===== src/rtl/i2c_st_pkg.sv =====
package i2c_st_pkg;
  localparam int REG_AW = 3;
  localparam logic [REG_AW-1:0] OFS_OWN   = 3'd0;
  localparam logic [REG_AW-1:0] OFS_STAT  = 3'd1;
  localparam logic [REG_AW-1:0] OFS_DATA  = 3'd2;
  localparam logic [REG_AW-1:0] OFS_MASK  = 3'd3;
  localparam logic [REG_AW-1:0] OFS_RAW   = 3'd4;
  localparam logic [REG_AW-1:0] OFS_MSKD  = 3'd5;
  localparam logic [REG_AW-1:0] OFS_CLR   = 3'd6;
  localparam int IRQ_DATA  = 0;
  localparam int IRQ_START = 1;
  localparam int IRQ_STOP  = 2;

  typedef enum logic [3:0] {
    ST_IDLE, ST_ADDR, ST_ADDR_ACK, ST_RX, ST_RX_HOLD, ST_RX_ACK,
    ST_TX_HOLD, ST_TX, ST_TX_ACK, ST_WAIT
  } tgt_state_e;
endpackage


===== src/rtl/i2c_st_sync.sv =====
module i2c_st_sync #(
  parameter int STAGES = 2
) (
  input  logic clk_i,
  input  logic rst_ni,
  input  logic scl_i,
  input  logic sda_i,
  output logic sda_o,
  output logic scl_rise_o,
  output logic scl_fall_o,
  output logic start_o,
  output logic stop_o
);
  logic [STAGES-1:0] scl_ff, sda_ff;
  logic scl_p, sda_p, scl_s, sda_s;

  always_ff @(posedge clk_i or negedge rst_ni) begin
    if (!rst_ni) begin
      scl_ff <= '1;
      sda_ff <= '1;
      scl_p  <= 1'b1;
      sda_p  <= 1'b1;
    end else begin
      scl_ff <= {scl_ff[STAGES-2:0], scl_i};
      sda_ff <= {sda_ff[STAGES-2:0], sda_i};
      scl_p  <= scl_s;
      sda_p  <= sda_s;
    end
  end

  assign scl_s      = scl_ff[STAGES-1];
  assign sda_s      = sda_ff[STAGES-1];
  assign sda_o      = sda_s;
  assign scl_rise_o = scl_s & ~scl_p;
  assign scl_fall_o = ~scl_s & scl_p;
  assign start_o    = scl_s & scl_p & sda_p & ~sda_s;
  assign stop_o     = scl_s & scl_p & ~sda_p & sda_s;
endmodule


===== src/rtl/i2c_st_fsm.sv =====
module i2c_st_fsm
  import i2c_st_pkg::*;
(
  input  logic       clk_i,
  input  logic       rst_ni,
  input  logic       active_i,
  input  logic [6:0] own_addr_i,
  input  logic       rreq_i,
  input  logic       treq_i,
  input  logic [7:0] tx_byte_i,
  input  logic       sda_i,
  input  logic       scl_rise_i,
  input  logic       scl_fall_i,
  input  logic       start_i,
  input  logic       stop_i,
  output logic       rx_valid_o,
  output logic       rx_first_o,
  output logic [7:0] rx_byte_o,
  output logic       tx_req_o,
  output logic       scl_oe_o,
  output logic       sda_oe_o
);
  tgt_state_e state;
  logic [3:0] cnt;
  logic [7:0] sh, tx_sh;
  logic       rw, first_pend, mack_n;
  logic       live;

  assign live       = active_i & ~start_i & ~stop_i;
  assign rx_valid_o = live && state == ST_RX && scl_fall_i && cnt == 4'd8;
  assign rx_first_o = first_pend;
  assign rx_byte_o  = sh;
  assign tx_req_o   = live && scl_fall_i &&
                      ((state == ST_ADDR_ACK && rw) || (state == ST_TX_ACK && !mack_n));

  always_ff @(posedge clk_i or negedge rst_ni) begin
    if (!rst_ni) begin
      state <= ST_IDLE; cnt <= '0; sh <= '0; tx_sh <= '0;
      rw <= 1'b0; first_pend <= 1'b0; mack_n <= 1'b1;
      scl_oe_o <= 1'b0; sda_oe_o <= 1'b0;
    end else if (!active_i) begin
      state <= ST_IDLE; scl_oe_o <= 1'b0; sda_oe_o <= 1'b0;
    end else if (start_i) begin
      state <= ST_ADDR; cnt <= '0; scl_oe_o <= 1'b0; sda_oe_o <= 1'b0;
    end else if (stop_i) begin
      state <= ST_IDLE; scl_oe_o <= 1'b0; sda_oe_o <= 1'b0;
    end else begin
      unique case (state)
        ST_ADDR, ST_RX: begin
          if (scl_rise_i) begin
            sh  <= {sh[6:0], sda_i};
            cnt <= cnt + 4'd1;
          end else if (scl_fall_i && cnt == 4'd8) begin
            if (state == ST_RX) begin
              scl_oe_o <= 1'b1;
              sda_oe_o <= 1'b1;
              first_pend <= 1'b0;
              state <= ST_RX_HOLD;
            end else if (sh[7:1] == own_addr_i) begin
              rw <= sh[0];
              sda_oe_o <= 1'b1;
              state <= ST_ADDR_ACK;
            end else begin
              state <= ST_WAIT;
            end
          end
        end
        ST_ADDR_ACK: if (scl_fall_i) begin
          sda_oe_o <= 1'b0;
          cnt <= '0;
          if (rw) begin
            scl_oe_o <= 1'b1;
            state <= ST_TX_HOLD;
          end else begin
            first_pend <= 1'b1;
            state <= ST_RX;
          end
        end
        ST_RX_HOLD: if (!rreq_i) begin
          scl_oe_o <= 1'b0;
          state <= ST_RX_ACK;
        end
        ST_RX_ACK: if (scl_fall_i) begin
          sda_oe_o <= 1'b0;
          cnt <= '0;
          state <= ST_RX;
        end
        ST_TX_HOLD: if (!treq_i) begin
          scl_oe_o <= 1'b0;
          sda_oe_o <= ~tx_byte_i[7];
          tx_sh <= tx_byte_i;
          cnt <= '0;
          state <= ST_TX;
        end
        ST_TX: if (scl_fall_i) begin
          cnt <= cnt + 4'd1;
          if (cnt == 4'd7) begin
            sda_oe_o <= 1'b0;
            state <= ST_TX_ACK;
          end else begin
            sda_oe_o <= ~tx_sh[6];
            tx_sh <= {tx_sh[6:0], 1'b0};
          end
        end
        ST_TX_ACK: begin
          if (scl_rise_i) mack_n <= sda_i;
          else if (scl_fall_i) begin
            if (!mack_n) begin
              scl_oe_o <= 1'b1;
              state <= ST_TX_HOLD;
            end else begin
              state <= ST_WAIT;
            end
          end
        end
        default: ;
      endcase
    end
  end
endmodule


===== src/rtl/i2c_st_regs.sv =====
module i2c_st_regs
  import i2c_st_pkg::*;
(
  input  logic              clk_i,
  input  logic              rst_ni,
  input  logic [REG_AW-1:0] addr_i,
  input  logic              wr_i,
  input  logic              rd_i,
  input  logic [7:0]        wdata_i,
  output logic [7:0]        rdata_o,
  input  logic              rx_valid_i,
  input  logic              rx_first_i,
  input  logic [7:0]        rx_byte_i,
  input  logic              tx_req_i,
  input  logic              start_i,
  input  logic              stop_i,
  output logic              active_o,
  output logic [6:0]        own_addr_o,
  output logic              rreq_o,
  output logic              treq_o,
  output logic [7:0]        data_o,
  output logic [2:0]        raw_o,
  output logic              irq_o
);
  logic [2:0] mask_q, set_v, clr_v;
  logic       first_q, data_rd, data_wr;

  assign data_rd = rd_i && addr_i == OFS_DATA;
  assign data_wr = wr_i && addr_i == OFS_DATA;

  always_comb begin
    set_v = '0;
    set_v[IRQ_DATA]  = rx_valid_i | tx_req_i;
    set_v[IRQ_START] = start_i & active_o;
    set_v[IRQ_STOP]  = stop_i & active_o;
    clr_v = (wr_i && addr_i == OFS_CLR) ? wdata_i[2:0] : 3'b000;
  end

  always_ff @(posedge clk_i or negedge rst_ni) begin
    if (!rst_ni) begin
      active_o <= 1'b0; own_addr_o <= '0; mask_q <= '0; raw_o <= '0;
      rreq_o <= 1'b0; treq_o <= 1'b0; first_q <= 1'b0; data_o <= '0;
    end else begin
      if (wr_i && addr_i == OFS_OWN)  own_addr_o <= wdata_i[6:0];
      if (wr_i && addr_i == OFS_STAT) active_o   <= wdata_i[0];
      if (wr_i && addr_i == OFS_MASK) mask_q     <= wdata_i[2:0];
      raw_o <= (raw_o & ~clr_v) | set_v;
      if (rx_valid_i) begin
        rreq_o  <= 1'b1;
        first_q <= rx_first_i;
        data_o  <= rx_byte_i;
      end else begin
        if (data_rd) begin
          rreq_o  <= 1'b0;
          first_q <= 1'b0;
        end
        if (data_wr) data_o <= wdata_i;
      end
      if (tx_req_i)     treq_o <= 1'b1;
      else if (data_wr) treq_o <= 1'b0;
    end
  end

  always_comb begin
    unique case (addr_i)
      OFS_OWN:  rdata_o = {1'b0, own_addr_o};
      OFS_STAT: rdata_o = {5'b0, first_q & rreq_o, treq_o, rreq_o};
      OFS_DATA: rdata_o = data_o;
      OFS_MASK: rdata_o = {5'b0, mask_q};
      OFS_RAW:  rdata_o = {5'b0, raw_o};
      OFS_MSKD: rdata_o = {5'b0, raw_o & mask_q};
      default:  rdata_o = '0;
    endcase
  end

  assign irq_o = |(raw_o & mask_q);
endmodule


===== src/rtl/i2c_stretch_target.sv =====
module i2c_stretch_target
  import i2c_st_pkg::*;
#(
  parameter int SYNC_STAGES = 2
) (
  input  logic              clk_i,
  input  logic              rst_ni,
  input  logic [REG_AW-1:0] reg_addr_i,
  input  logic              reg_wr_i,
  input  logic              reg_rd_i,
  input  logic [7:0]        reg_wdata_i,
  output logic [7:0]        reg_rdata_o,
  output logic              irq_o,
  input  logic              scl_i,
  output logic              scl_o,
  output logic              scl_oe_o,
  input  logic              sda_i,
  output logic              sda_o,
  output logic              sda_oe_o
);
  logic       sda_s, scl_rise, scl_fall, start_evt, stop_evt;
  logic       active, rreq, treq, rx_valid, rx_first, tx_req;
  logic [6:0] own_addr;
  logic [7:0] rx_byte, data_q;
  logic [2:0] raw;

  assign scl_o = 1'b0;
  assign sda_o = 1'b0;

  i2c_st_sync #(.STAGES(SYNC_STAGES)) u_sync (
    .clk_i, .rst_ni, .scl_i, .sda_i,
    .sda_o(sda_s), .scl_rise_o(scl_rise), .scl_fall_o(scl_fall),
    .start_o(start_evt), .stop_o(stop_evt)
  );

  i2c_st_fsm u_fsm (
    .clk_i, .rst_ni, .active_i(active), .own_addr_i(own_addr),
    .rreq_i(rreq), .treq_i(treq), .tx_byte_i(data_q), .sda_i(sda_s),
    .scl_rise_i(scl_rise), .scl_fall_i(scl_fall), .start_i(start_evt), .stop_i(stop_evt),
    .rx_valid_o(rx_valid), .rx_first_o(rx_first), .rx_byte_o(rx_byte), .tx_req_o(tx_req),
    .scl_oe_o, .sda_oe_o
  );

  i2c_st_regs u_regs (
    .clk_i, .rst_ni, .addr_i(reg_addr_i), .wr_i(reg_wr_i), .rd_i(reg_rd_i),
    .wdata_i(reg_wdata_i), .rdata_o(reg_rdata_o),
    .rx_valid_i(rx_valid), .rx_first_i(rx_first), .rx_byte_i(rx_byte), .tx_req_i(tx_req),
    .start_i(start_evt), .stop_i(stop_evt),
    .active_o(active), .own_addr_o(own_addr), .rreq_o(rreq), .treq_o(treq),
    .data_o(data_q), .raw_o(raw), .irq_o
  );
endmodule


===== config.mk =====
export PLATFORM = sky130hd
export DESIGN_NAME = i2c_stretch_target
export DESIGN_NICKNAME = d
export VERILOG_FILES = /design/src/rtl/i2c_st_pkg.sv /design/src/rtl/i2c_st_sync.sv /design/src/rtl/i2c_st_fsm.sv /design/src/rtl/i2c_st_regs.sv /design/src/rtl/i2c_stretch_target.sv
export SDC_FILE = /design/constraint.sdc
export NUM_CORES = 1
export LEC_CHECK = 0
export BUFFER_PORTS_ARGS = -buffer_cell sky130_fd_sc_hd__buf_2
export CAP_MARGIN = 0
export CORE_ASPECT_RATIO = 2
export CORE_MARGIN = 4
export CORE_UTILIZATION = 60
export DETAILED_ROUTE_END_ITERATION = 10
export GPL_ROUTABILITY_DRIVEN = 1
export PLACE_DENSITY = 0.8
export SETUP_SLACK_MARGIN = 0.05
export SLEW_MARGIN = 20
export SYNTH_ARGS = -nofsm -noshare
export SYNTH_HDL_FRONTEND = slang
export SYNTH_SLANG_ARGS = --single-unit

===== constraint.sdc =====
create_clock -name clk_i -period 1.95 [get_ports clk_i]
set_input_delay 0.195 -clock clk_i [delete_from_list [all_inputs] [get_ports clk_i]]
set_output_delay 0.195 -clock clk_i [all_outputs]
set_load 0.03 [all_outputs]

## Word level (Yosys, flattened, before mapping)

Index checks and enable logic that the tools add are counted.
W data, S select, Z words.

| storage, ports and cells | value |
|---|---|
| register bits | 59 |
| bits of input ports | 17 |
| output and inout port bits | 13 |
| logic and storage cells | 202 |

| operators by class | value |
|---|---|
| $add $sub $neg | 1 |
| equality and inequality tests | 48 |
| muxes and demuxes | 70 |
| bitwise gates (word level) | 27 |
| reductions and logical operators | 35 |

Operators with widths:

| cell | count |
|---|---|
| $mux W4 | 22 |
| $ne A5 B5 Y1 const B | 14 |
| $pmux W8 S6 | 1 |
| $mux W1 | 34 |
| $pmux W4 S7 | 1 |
| $reduce_and A11 Y1 | 2 |
| $mux W7 | 3 |
| $reduce_and A7 Y1 | 3 |
| $eq A4 B3 Y1 const B | 5 |
| $mux W8 | 2 |
| $pmux W4 S4 | 1 |
| $logic_and A1 B1 Y1 | 14 |
| $pmux W7 S2 | 1 |
| $and A1 B1 Y1 | 12 |
| $ne A10 B10 Y1 const B | 1 |
| $ne A2 B1 Y1 const B | 5 |
| $not A1 Y1 | 10 |
| $reduce_and A5 Y1 | 2 |
| $reduce_bool A2 Y1 | 5 |
| $eq A3 B3 Y1 const B | 3 |
| $reduce_and A9 Y1 | 1 |
| $eq A4 B2 Y1 const B | 2 |
| $eq A4 B4 Y1 const B | 2 |
| $ne A2 B2 Y1 const B | 4 |
| 26 further kinds | 31 |

## Depth between registers and ports, before layout

Gate-level depths: netlist (run 1).

| logic depth | value |
|---|---|
| word-level depth | 11 |
| mapped depth | 8 |
| mapped depth without buffers | 7 |

## Cells and area by module

Synthesis (run 1) repeated with hierarchy kept, for this count alone.

| second synthesis, totals | value |
|---|---|
| cells, all modules | 346 |
| area, all modules | 3487.1 um^2 |

Modules (own cells, without submodules):

| module | instances | cells an instance | area an instance (um^2) | sequential area each (um^2) |
|---|---|---|---|---|
| i2c_st_fsm | 1 | 210 | 1920.6 | 701.9 |
| i2c_st_regs | 1 | 123 | 1357.6 | 625.6 |
| i2c_st_sync | 1 | 10 | 190.2 | 157.7 |
| i2c_stretch_target | 1 | 3 | 18.8 | 0.0 |

## Least setup slack after synthesis (run 1)

No wires, ideal clock.

| timing path | value |
|---|---|
| kind | input-to-output |
| start point | in reg_addr_i[1] |
| end point | out reg_rdata_o[2] |
| arrival time | 1.731 ns |
| data required time | 1.755 ns |
| setup slack | 0.024 ns |
| stages on the path | 6 |
| path buffers | 2 |
| cells stage by stage | clkbuf_1 -> clkbuf_1 -> nand2_1 -> o21ai_0 -> a21oi_1 -> o21ai_0 |

| between the ends | value |
|---|---|
| cells in the longest elaborated chain, start to end | 2 |
| elaborated cells between the ends (all ways) | 7 |
| those cells by class | eq/ne (5); mux (1); reduce/logical (1) |

Ends and longest elaborated chain:

| item | line | source |
|---|---|---|
| start, declared | i2c_stretch_target.sv:8 | `input logic [REG_AW-1:0] reg_addr_i,` |
| $eq A3 B3 Y1 (tied with other cells) | i2c_st_regs.sv:65 | `unique case (addr_i)` |
| $pmux W8 S6 * | i2c_st_regs.sv:65 |  |
| end, declared | i2c_stretch_target.sv:12 | `output logic [7:0] reg_rdata_o,` |

Every way passes the cells marked *; elsewhere a longest branch is shown, timed or not.

## Worst setup path in the final report (run 1)

| timing path | value |
|---|---|
| start point | reg u_fsm.state[0] |
| end point | reg u_fsm.tx_sh[5] |

| between the ends | value |
|---|---|
| cells in the longest elaborated chain, start to end | 3 |
| elaborated cells between the ends (all ways) | 8 |
| those cells by class | eq/ne (5); mux (1); reduce/logical (2) |

Ends and longest elaborated chain:

| item | line | source |
|---|---|---|
| start, declared | i2c_st_fsm.sv:23 | `tgt_state_e state;` |
| start signal, assigned | i2c_st_fsm.sv:38 | `state <= ST_IDLE; cnt <= '0; sh <= '0; tx_sh <= '0;` |
| start signal, assigned | i2c_st_fsm.sv:42 | `state <= ST_IDLE; scl_oe_o <= 1'b0; sda_oe_o <= 1'b0;` |
| start signal, assigned | i2c_st_fsm.sv:44 | `state <= ST_ADDR; cnt <= '0; scl_oe_o <= 1'b0; sda_oe_o <= 1'b0;` |
| $eq A4 B3 Y1 | i2c_st_fsm.sv:48 | `unique case (state)` |
| $ne A2 B1 Y1 (no line) (tied with other cells) | -- |  |
| $reduce_and A7 Y1 (no line) | -- |  |
| end signal, assigned | i2c_st_fsm.sv:91 | `tx_sh <= tx_byte_i;` |
| end signal, assigned | i2c_st_fsm.sv:102 | `tx_sh <= {tx_sh[6:0], 1'b0};` |
| end, declared | i2c_st_fsm.sv:25 | `logic [7:0] sh, tx_sh;` |

Parallel ways exist; a longest one is shown, timed or not.
A chain may end at the register's enable or synchronous reset.

==> impl_metrics.csv, run 1 <==
group,metric,value,unit
synthesis,synth_top_area_cell,"dfrtp_1",
finish,drive_gt1_share,36.6,%
run,cap_violations,0,
synthesis,yosysWarnings,0,
cts,cts.reportedPaths.clkPinSlew,0.06,ns
hold_path,hp-class,"input port to flop",
sta,finalCritPeriodShare,98.8,%
cts,root_buffer,"clkbuf_16",
status,outcome,"completed",
finish,multi_input_area,1970,um^2
die,dieArea,7280,um^2
sta,fin_skew,0.00865,ns
die,floorplan.initialDensity,62.1,%
sta,holdWs,0.115,ns
pwr,leakagePower,2.03,nW
setup_path,critPathKind,"flop to flop",
finish,regArea,1490,um^2
placed_design,portBuffers,27,
finish,fill_cells,366,
finish,final_area,4480,um^2
synthesis,seq_area_frac_synth,41.9,%
placed_design,gp_congestion,1.03,
setup_path,cp-startpoint,"u_fsm.state[0]",
routing,dr.pass1.iters,5,
grt,track_usage,31.4,%
cts,cts_sinks,59,
cts,insertion_delay,0.33,ns
grt,grt_pass1_wl,17.1,mm
cts,htreeDepth,3,
routing,wirelength,11.2,mm
cts,cts_tree,"yes",
setup_path,r2r_slack,0.02,ns
synthesis,synth-edff-count,0,
finish,fin_nets,437,
routing,ant_nets,0,
routing,via_per_inst,6.62,
setup_path,r2r-end,"u_fsm.tx_sh[5]",
die,core,5710,um^2
routing,vias,3205,
sta,slew_violations,0,
setup_path,timing.rr.start,"u_fsm.state[0]",
synthesis,yosysUniqueCellTypes,76,
setup_path,path_max_fanout,12,
die,dieHeight,117,um
setup_path,cp.required,2.16,ns
cts,cts_buffer_depth,2,
pwr,irDropWorstVdd,1140,uV
setup_path,cp-start-kind,"flop",
synthesis,yosys_register_bits,59,
sta,post-route-min-period,1.93,ns
grt,grt_antenna_before_repair,0,
grt,grt_max_degree,60,
sta,setup_viol,0,
routing,drt-initial-drc-count,216,
sta,rsz0062_at_grt,"yes",
die,rows,39,
synthesis,yosysMostFrequentCell,"dfrtp_1",
placed_design,dpl.hpwl,8.09,mm
setup_path,worst-endpoint-arrival,2.14,ns
die,ioPinCount,30,
synthesis,ys.flop_type,"dfrtp_1",
finish,final_core_util,78.5,%
sta,finalHoldViolations,0,
synthesis,ys_top_cells_by_area,"dfrtp_1 37%, mux2i_1 6.8%, mux2_2 6.4%",
die,die_width,62.4,um
setup_path,crit_end,"u_fsm.tx_sh[5]",
finish,diodes,0,
grt,grt_pass1_vias,3363,
pwr,total_power,5.50,mW
cts,numCtsBuffers,9,
finish,area_delta_synth_final,26.4,%
synthesis,synth_area_per_cell,10.1,um^2
setup_path,reg2regPathDepth,7,
grt,grt_remaining_overflow,0,
placed_design,post_dp_cell_area,4000,um^2
synthesis,ys_top_cells_by_count,"52 x dfrtp_1, 33 x nand2_1, 25 x o21ai_0",
routing,routedWlPerCell,23.1,um
synthesis,syn_inst,350,
sta,maxSlewHeadroom,61.6,%
synthesis,synthDominantCellAreaShare,36.7,%
sta,max_freq,519,MHz
synthesis,async_flop_share,100,%
sta,setup-tns-final,0,ns
pwr,power-per-cell-area,1230,nW/um^2
synthesis,syn-cell-area,3540,um^2
sta,worst_pin_slew,0.570,ns
setup_path,cp-end-kind,"flop",
routing,drc,0,
area by class of cell:
cell class,instances,area share [%]
Multi-Input combinational cell,258,43.9
Sequential cell,59,33.3
Timing Repair Buffer,77,12.7
Clock buffer,10,5.34
Clock inverter,6,1.98
Tap cell,61,1.70
Inverter,13,1.09
report_power, final:
part           leakage, nW  switching [mW]  internal [mW]
Sequential           0.724           0.338           1.50
Combinational         1.15            1.07          0.865
Clock                0.155           0.579           1.15
kinds of logic after synthesis:
| family | count (synthesis) | synth area share (%) |
|---|---|---|
| flip-flops | 59 | 41.9 |
| adder cells (fa/ha/maj) | 2 | 0.706 |
| other | 1 | 0.106 |
| buffers and inverters | 34 | 5.05 |
| multiplexers | 46 | 14.4 |
| XOR/XNOR | 9 | 2.22 |
| AND/OR/NAND/NOR | 115 | 18.6 |
| AO/OA/AOI/OAI | 84 | 17.0 |
placed cells by master (no fill, tap or decap), types with 3 or more instances in the layout:
master         synthesis  routed
a21oi_1               12      12
a31oi_1                3       3
buf_12                 0       4
buf_2                  8      26
buf_4                  7      44
clkbuf_16              0       9
dfrtp_1               52      48
dfrtp_2                0       4
dfstp_2                7       7
dlygate4sd3_1          0       3
inv_1                 13      13
mux2_2                20      20
mux2i_1               24      24
nand2_1               33      32
nand2b_1               5       5
nand3_1                8       8
nand4b_1               3       3
nor2_1                20      20
nor3_1                 7       6
nor3b_1                3       3
nor4_1                 3       3
o2111ai_1              3       3
o21ai_0               25      22
o21ai_1                1       4
o21bai_1               3       3
xor2_1                 7       7
worst min-delay path by stage:
stage | start | end | cells past startpoint
finish | reg_wdata_i[5] | u_regs.own_addr_o[5] | 2
global route | reg_wdata_i[3] | u_regs.own_addr_o[3] | 2
CTS | reg_wdata_i[6] | u_regs.own_addr_o[6] | 2
detailed placement | rst_ni | u_fsm.state[0] | 2
global placement | rst_ni | u_fsm.state[0] | 2
floorplan | rst_ni | u_fsm.cnt[0] | 0
critical path, stage by stage (launching register included):
cell     delay [ns]
dfrtp_2        0.45
buf_4          0.19
and3b_1        0.20
a22oi_1        0.28
and4b_2        0.32
buf_4          0.19
nor2_1         0.11
a21oi_1        0.06
per-stage QoR:
step                cells  setup slack, ns
floorplan             351            0.155
global placement      461          -0.0776
detailed placement    461          -0.0781
CTS                   480           0.0430
global route          484          -0.0797
finish                484           0.0239
metal layers:
layer	GRT usage (%)	vias up	share of wire, %
li1	-	1424	-
met1	28.7	1557	33
met2	56.7	153	54
met3	5.00	71	4.0
met4	31.0	0	9.6
met5	0	-	0
registers in the layout (all words and copies together) (netlist names), 3 cells and up:
name / count
u_regs.data_o: 8
u_regs.own_addr_o: 7
u_regs.raw_o: 3
u_regs.mask_q: 3
u_fsm.tx_sh: 7
u_fsm.state: 4
u_fsm.rx_byte_o: 8
u_fsm.cnt: 4
timing repair:
item,CTS,global route
pin swaps,2,5
gates resized for setup,5,21
buffers inserted,0,4
endpoints found under the hold margin,54,0
hold buffers,3,0
endpoints found under the setup margin,9,25
(Power assumes the default switching activity.)
==> run 2: changes to the inputs <==
- CAP_MARGIN: 0 -> unset
- CELL_PAD_IN_SITES_DETAIL_PLACEMENT: unset -> 0
- CELL_PAD_IN_SITES_GLOBAL_PLACEMENT: unset -> 1
- CORE_UTILIZATION: 60 -> 47
- PLACE_DENSITY: 0.8 -> unset
- PLACE_DENSITY_LB_ADDON: unset -> 0.1
==> run 2 against run 1 <==
  * Via count shrank 1.7%
  * Clock skew shrank 0.0035 ns
  * Critical path depth stayed put
  * Critical path type unchanged
==> impl_metrics.csv, run 2 (same netlist as run 1, synthesis figures left out) <==
group,metric,value,unit
status,outcome,"completed",
pwr,irDropWorstVdd,861,uV
sta,max_freq,522,MHz
setup_path,slowest_delay,0.44,ns
placed_design,dpl.hpwl,7.77,mm
die,die_width,69.4,um
sta,post-route-min-period,1.92,ns
routing,route.met2.wl,5.63,mm
cts,cts_buffer_depth,2,
sta,maxSlewHeadroom,66.0,%
sta,holdWs,0.121,ns
finish,fin_nets,450,
sta,rsz0062_at_grt,"yes",
sta,finalHoldViolations,0,
finish,diodes,0,
grt,grt_max_degree,25,
placed_design,portBuffers,27,
routing,drt-initial-drc-count,224,
finish,instances_no_fill,528,
pwr,power-per-cell-area,1210,nW/um^2
setup_path,crit_family,"simple AND/OR/NAND/NOR gates",
setup_path,path_max_fanout,5,
setup_path,critPathKind,"flop to flop",
grt,grt_remaining_overflow,0,
finish,layout_common_cells,"53 x buf_4, 48 x dfrtp_1, 32 x nand2_1",
setup_path,r2r-end,"u_fsm.state[3]",
hold_path,hp-class,"input port to flop",
routing,vias,3152,
placed_design,dpl.cell_count,494,
setup_path,timing.rr.start,"u_fsm.state[3]",
die,dieHeight,131,um
setup_path,cp-end-kind,"flop",
routing,drc,0,
setup_path,r2r_slack,0.03,ns
sta,setup_ws,0.0332,ns
sta,slew_violations,0,
sta,finalCritPeriodShare,98.3,%
placed_design,gp_congestion,0.909,
routing,dr.pass1.iters,5,
routing,routedWlPerCell,20.0,um
pwr,leakagePower,2.14,nW
grt,track_usage,24.5,%
sta,worst_pin_slew,0.506,ns
sta,setup_viol,0,
setup_path,reg2regPathDepth,7,
finish,multi_input_area,1990,um^2
routing,met1_length,3.67,mm
grt,grt_antenna_before_repair,0,
hold_path,whs_endpoint,"u_regs.own_addr_o[4]",
cts,numCtsBuffers,9,
die,ioPinCount,30,
finish,drive_gt1_share,39.4,%
sta,fin_skew,0.00515,ns
finish,regArea,1490,um^2
finish,area_delta_synth_final,31.9,%
cts,htreeDepth,3,
placed_design,dpl_worst_slack,-0.0484,ns
setup_path,cp_num_buf_inv,2,
cts,insertion_delay,0.33,ns
hold_path,min_path_cells,2,
setup_path,crit_path_top_delay_cell,"dfrtp_2",
cts,root_buffer,"clkbuf_16",
run,cap_violations,0,
cts,cts.reportedPaths.clkPinSlew,0.05,ns
setup_path,cp.required,2.15,ns
die,floorplan.initialDensity,48.4,%
grt,grt_pass1_vias,3309,
routing,ant_nets,0,
routing,highest_layer,"met4",
finish,mostFrequentLayoutCell,"buf_4",
setup_path,cp-start-kind,"flop",
finish,fill_cells,636,
hold_path,min_from,"reg_wdata_i[4]",
die,dieArea,9080,um^2
die,rows,44,
setup_path,worstPathCellList,"buf_6 -> buf_4 -> nor4bb_1 -> a2bb2oi_2 -> o22ai_4 -> or3_4 -> o221ai_2",
routing,via_per_inst,5.97,
routing,wirelength,10.5,mm
pwr,total_power,5.67,mW
cts,cts_tree,"yes",
grt,grt_pass1_wl,16.8,mm
routing,wl_met3,388,um
die,core,7320,um^2
cts,cts_sinks,59,
setup_path,worst-endpoint-arrival,2.11,ns
run 2: layer usage:
layer	vias to the layer above	track usage [%]
li1	1448	-
met4	0	21.2
met5	-	0
met3	59	3.91
met2	111	44.5
met1	1534	23.8
run 2: metrics by stage:
stage | setup TNS [ns] | utilization [%] | instance area, um^2
global placement | -0.0655 | 55.2 | 4040
global route | 0 | 63.9 | 4680
floorplan | 0 | - | 3550
detailed placement | -0.0739 | 55.2 | 4040
CTS | 0 | 62.2 | 4550
finish | 0 | 63.9 | 4680
run 2: worst register-to-register path, delay by kind of cell (launching register included):
family                 cells  cell delay [ns]
and+or+nand+nor            2             0.61
AOI/OAI and AO/OA          3             0.45
DFF                        1             0.44
buffers and inverters      2             0.28
run 2: what timing repair did:
action | 4_1_cts | 5_1_grt
hold endpoints to repair | 15 | 0
setup buffers | 11 | 4
hold buffers | 3 | 0
setup endpoints to repair | 8 | 27
resized for setup | 9 | 23
pin swaps | 6 | 8
run 2: worst max path at each step:
stage	startpoint	end	slack [ns]	depth (start not counted)
after floorplan	u_fsm.state[3]	u_fsm.rw	0.16	7
after global placement	u_fsm.state[1]	u_fsm.state[0]	-0.07	6
after detailed placement	u_sync.scl_ff[1]	u_fsm.cnt[1]	-0.05	5
after CTS	u_fsm.state[3]	u_fsm.state[3]	0.03	6
after global routing	u_fsm.state[3]	u_fsm.state[2]	0.01	6
final	u_fsm.state[3]	u_fsm.state[3]	0.03	7
run 2: area by class of cell:
class	count	area share (%)
Multi-Input combinational cell	258	42.6
Sequential cell	59	31.9
Timing Repair Buffer	90	14.3
Clock buffer	12	5.70
Tap cell	92	2.46
Clock inverter	4	2.03
Inverter	13	1.04
run 2: power breakdown:
part,total (mW),switching [mW],internal (mW)
sequential,1.78,0.285,1.50
clock,1.88,0.536,1.35
combinational,2.00,1.07,0.928
total,5.67,1.89,3.77
